File: src/rtl/rail_ctl.sv
module rail_ctl #(
  parameter int NR = 4
) (
  input  logic            clk,
  input  logic            rst,
  input  logic [1:0]      pwr_state,
  input  logic [NR-1:0]   act_en,
  input  logic [NR-1:0]   stby_en,
  input  logic            seq_to_active,
  input  logic            dis_cfg_wr,
  input  logic [NR-1:0]   dis_cfg_in,
  input  logic [NR-1:0]   i2c_req,
  input  logic [NR-1:0]   below_scg,
  input  logic            mode_wr,
  input  logic [1:0]      mode_rail,
  input  logic [1:0]      mode_code,
  input  logic            vsel_pin,
  input  logic            vsel_pol,
  input  logic            vsel_use_i2c,
  input  logic            vsel_i2c,
  input  logic [1:0]      vsel_rail,
  output logic [NR-1:0]   rail_en,
  output logic [NR-1:0]   rail_dis,
  output logic [2*NR-1:0] rail_mode,
  output logic [NR-1:0]   vsel_out
);
  localparam logic [1:0] ST_OFF = 2'd0, ST_INIT = 2'd1, ST_ACT = 2'd2, ST_STBY = 2'd3;

  logic [NR-1:0] cfg_q, grant_q, grant_n, en_n;
  logic          vsel_src;

  assign grant_n = (pwr_state == ST_ACT) ? (i2c_req & (grant_q | below_scg)) : '0;

  always_comb begin
    case (pwr_state)
      ST_ACT:  en_n = act_en | grant_n;
      ST_STBY: en_n = stby_en;
      default: en_n = '0;
    endcase
  end

  assign vsel_src = vsel_use_i2c ? vsel_i2c : (vsel_pin ^ vsel_pol);

  always_ff @(posedge clk) begin
    if (rst) begin
      cfg_q    <= '1;
      grant_q  <= '0;
      rail_en  <= '0;
      rail_dis <= '1;
      vsel_out <= '0;
    end else begin
      grant_q  <= grant_n;
      rail_en  <= en_n;
      rail_dis <= ~en_n & (cfg_q | {NR{seq_to_active}});
      vsel_out <= NR'(vsel_src) << vsel_rail;
      if (pwr_state == ST_OFF) cfg_q <= '1;
      else if (dis_cfg_wr)     cfg_q <= dis_cfg_in;
    end
  end

  for (genvar r = 0; r < NR; r++) begin : g_mode
    logic ok;
    assign ok = (mode_code[1] == rail_mode[2*r+1]) || !rail_en[r];
    always_ff @(posedge clk) begin
      if (rst)
        rail_mode[2*r +: 2] <= 2'b00;
      else if (mode_wr && mode_rail == 2'(r) && ok)
        rail_mode[2*r +: 2] <= mode_code;
    end
  end
endmodule


File: config.mk
export PLATFORM = sky130hd
export DESIGN_NAME = rail_ctl
export DESIGN_NICKNAME = d
export VERILOG_FILES = /design/src/rtl/rail_ctl.sv
export SDC_FILE = /design/constraint.sdc
export NUM_CORES = 1
export LEC_CHECK = 0
export BUFFER_PORTS_ARGS = -buffer_cell sky130_fd_sc_hd__buf_2
export CORE_MARGIN = 5
export CORE_UTILIZATION = 42
export CTS_BUF_LIST = sky130_fd_sc_hd__clkbuf_8 sky130_fd_sc_hd__clkbuf_16
export DETAILED_ROUTE_END_ITERATION = 10
export PLACE_DENSITY = 0.74
export SYNTH_ARGS = -nofsm -noshare
export SYNTH_HDL_FRONTEND = slang
export SYNTH_SLANG_ARGS = --single-unit
File: constraint.sdc
create_clock -name clk -period 3.6 [get_ports clk]
set_clock_uncertainty 0.1 [all_clocks]
set_input_delay 0.54 -clock clk [delete_from_list [all_inputs] [get_ports clk]]
set_output_delay 0.54 -clock clk [all_outputs]
set_load 0.05 [all_outputs]
==> out/results.txt <==
The end of the worst register-to-register path was rail_mode[1]$_SDFFE_PP0P_. The critical path is of the flip-flop to output port type. The path with the worst hold slack has its endpoint at vsel_out[0]$_SDFF_PP0_. The H-tree depth came out at 1. The slew at the pin closest to its max-slew limit was 0.454 ns; the total global routing track utilization was 12.9%.

The number of buffers and inverters on the critical path works out to 1. The tools report the number of library cell types mapped by synthesis as 30. Family of cells with the greatest summed delay on the critical path: flip-flops.

The clock transition at the registers of the reported paths is 0.09 ns. The remaining antenna violation count after routing came out at 0. The count of flip-flops with a built-in enable after synthesis was 0. The worst setup path is launched from a flip-flop. The worst register-to-register path has a depth of 3. The run finished with clean final reports. Traced cell by cell, the critical path runs through buf_2. Once the clock tree was built, the setup fixing pass inserted 0 buffers. The hold violation total from the final report was 0; the synthesized area per cell was 10.2 um2. The initial antenna violation count is 0. The total placed instance area is 1450 um2. Setup repair after global routing left no endpoint under its margin. Input and output buffers added on the ports amount to 56. The max-capacitance violation count came out at 0. After detailed routing, the number of remaining DRC violations is 0. The min-delay analysis places its worst path in the category primary input to flip-flop. The core region is 2690 um2. The row count is 19, and the cts-stage hold buffer count is 0.

The total I/O pin count came out at 57. The root buffer cell chosen for the clock tree is clkbuf_8. In this run the deepest clock path goes through 2 buffers. Routability-driven placement finished with a final weighted congestion of 0.779. Achievable clock frequency: 624 MHz. The worst hold path passes through 2 cells. Synthesis inferred 28 register bits.

The first routing iteration left 19 violations. The routed design has 2490 um of wire. The clock sink total was 28. Startpoint of the most critical register-to-register path: rail_mode[1]$_SDFFE_PP0P_. Later-pin clock latency in the skew report: 0.27 ns. VDD sags by at most 0.000292 V. The average wire per standard cell is 12.4 um, and the part of the cycle the worst path needs is 44.5%.

The repair_antennas step left the layout with diodes totalling 0. For the detailed-router iteration count before antenna repair, the log shows 4. The worst pin sits at a relative slew slack of 69.3%. The cell area after layout was 1520 um2; the warning count from the yosys run was 0. The setup violation total in the final timing report was 0; the final count of pins violating max slew was 0.

Counting every net in the synthesized netlist gives 151. The wire length of the first global-routing pass came out at 4270 um. The run gives 0 as the total congestion overflow. Among all flip-flop cells after synthesis, the most frequent one is dfxtp_1. The data arrival time of the worst path is 0.96 ns, and the area added between synthesis and finish is 31.4%. TritonCTS created 3 clock buffers.

The die covers 3910 um2. For this run, the share of the core covered by cells in the final layout is 56.6%. Fill cells in the final layout number 265. The startpoint identified for the worst hold timing path is vsel_rail[0].

The share of async-settable or async-resettable flops after synthesis is 0%. Entering global routing, the biggest net connects 26 pins. The sequential element share of the synthesized area was 48.4%. The logs give 114 for the post-synthesis instance total and 207 for the net total in the final layout. The floorplan step set the die height to 62.5 um.

The analysis attributes to cell leakage a power of 0.755 nW. The number of global-route vias before repair is 985, and the post-layout minimum cycle time is 1.60 ns. Required time of the worst setup path: 2.96 ns. On the worst path, the slowest cell contributes a delay of 0.40 ns. The power per cell area was 451 nW/um2; the total number of vias was 971.

The run gives 0 as the quantity of gates resized following cts. The worst setup path is captured at an output port. In this run the worst path has a maximum fanout of 2.

The mapped netlist covers 1160 um2. In the final layout, the share of cells above drive strength 1 is 39.1%. The slack of the worst reg-to-reg path is 2.26 ns. Summed over all failing endpoints, the final setup total negative slack is 0 ns.

For this configuration, the core starts out at a cell density of 43.1%. TritonCTS built the clock tree. Once detailed placement completed, the half-perimeter wirelength came to 2080 um. The slowest cell on the critical path was dfxtp_1. Dividing the detail-routed via count by the number of cells gives 4.86. In this run the horizontal extent of the chip is 62.5 um.
==> metrics by stage <==
step | cells | hold WS, ns | power [W] | setup WS, ns
after floorplan | 114 | 0.332 | 0.000413 | 1.98
after global placement | 196 | 0.346 | 0.000448 | 1.95
after detailed placement | 196 | 0.358 | 0.000451 | 1.89
after CTS | 200 | 0.366 | 0.000688 | 1.99
after global routing | 200 | 0.373 | 0.000714 | 1.96
final | 200 | 0.370 | 0.000685 | 2.00
==> layout by cell type, fill, tap and decap left out, drive strengths merged <==
master	count
a2111o	1
nor3	1
nor4b	2
nand2	5
a32oi	1
or2	4
nand3	1
xor2	5
or2b	1
o21ai	3
dfxtp	28
a2111oi	1
buf	56
mux2	1
o21bai	1
mux2i	12
o311ai	1
nand2b	12
and4b	1
nor4	1
a221o	1
nor2	11
a211o	2
clkbuf	3
inv	5
a221oi	1
nor2b	3
a21o	3
bufinv	1
o21a	1
==> logic make-up (layout without fill, tap and decap cells) <==
kind of cell / after synthesis / after routing / synth area share (%)
xor+xnor: 5 / 5 / 3.78
buf+inv: 10 / 65 / 4.00
flops: 28 / 28 / 48.4
simple gates: 42 / 42 / 19.9
compound gates: 16 / 16 / 12.5
mux: 13 / 13 / 11.4
==> layout make-up <==
| class | instances | area, um2 | area share [%] |
|---|---|---|---|
| flip-flops and latches | 28 | 561 | 36.9 |
| multi-input cells | 76 | 551 | 36.2 |
| repair buffers | 56 | 280 | 18.4 |
| clock buffers | 3 | 41.3 | 2.72 |
| well taps | 31 | 38.8 | 2.55 |
| clock inverters | 1 | 30.0 | 1.98 |
| inverters | 5 | 18.8 | 1.23 |
==> routing by layer <==
layer,wire (um),vias to the layer above,track usage [%]
li1,-,496,-
met1,1060,445,15.5
met2,1230,28,22.2
met3,181,2,3.96
met4,12,0,3.18
met5,0,-,0
==> cells in the mapped netlist (all sizes together) (2+ instances only) <==
library cell,count,area (um2)
buf,2,16.3
dfxtp,28,561
a21o,3,22.5
nor2b,3,18.8
inv,5,18.8
nand2b,12,75.1
a211o,2,17.5
nor2,11,41.3
clkbuf,3,11.3
o21ai,3,15.0
xor2,5,43.8
nor4b,2,17.5
nand2,5,18.8
mux2i,12,120
or2,4,25.0
==> worst max path at each step <==
stage | start | endpoint | slack (ns) | depth (start not counted)
detailed placement | mode_code[1] | rail_mode[1]$_SDFFE_PP0P_ | 1.89 | 4
global route | rail_mode[1]$_SDFFE_PP0P_ | rail_mode[1] | 1.96 | 1
floorplan | mode_code[1] | rail_mode[0]$_SDFFE_PP0P_ | 1.98 | 4
finish | rail_en[0]$_SDFF_PP0_ | rail_en[0] | 2.00 | 1
CTS | rail_en[0]$_SDFF_PP0_ | rail_en[0] | 1.99 | 1
global placement | mode_code[1] | rail_mode[0]$_SDFFE_PP0P_ | 1.95 | 4
==> power by group <==
| part | internal (W) | switching [W] | total (W) |
|---|---|---|---|
| clock network | 0.000149 | 0.0000940 | 0.000243 |
| logic | 0.0000422 | 0.0000717 | 0.000114 |
| registers | 0.000323 | 0.00000615 | 0.000329 |
==> worst reg2reg max path: stages, from the launching register on <==
cell and delay, ns:
dfxtp_1 0.35, xor2_1 0.17, a2111oi_4 0.42, mux2i_1 0.23
==> registers in the layout, indices dropped and copies added, names as in the netlist <==
register	cells
vsel_out	4
grant_q	4
rail_en	4
rail_dis	4
rail_mode	8
cfg_q	4
Power figures use the tool's default switching activity.
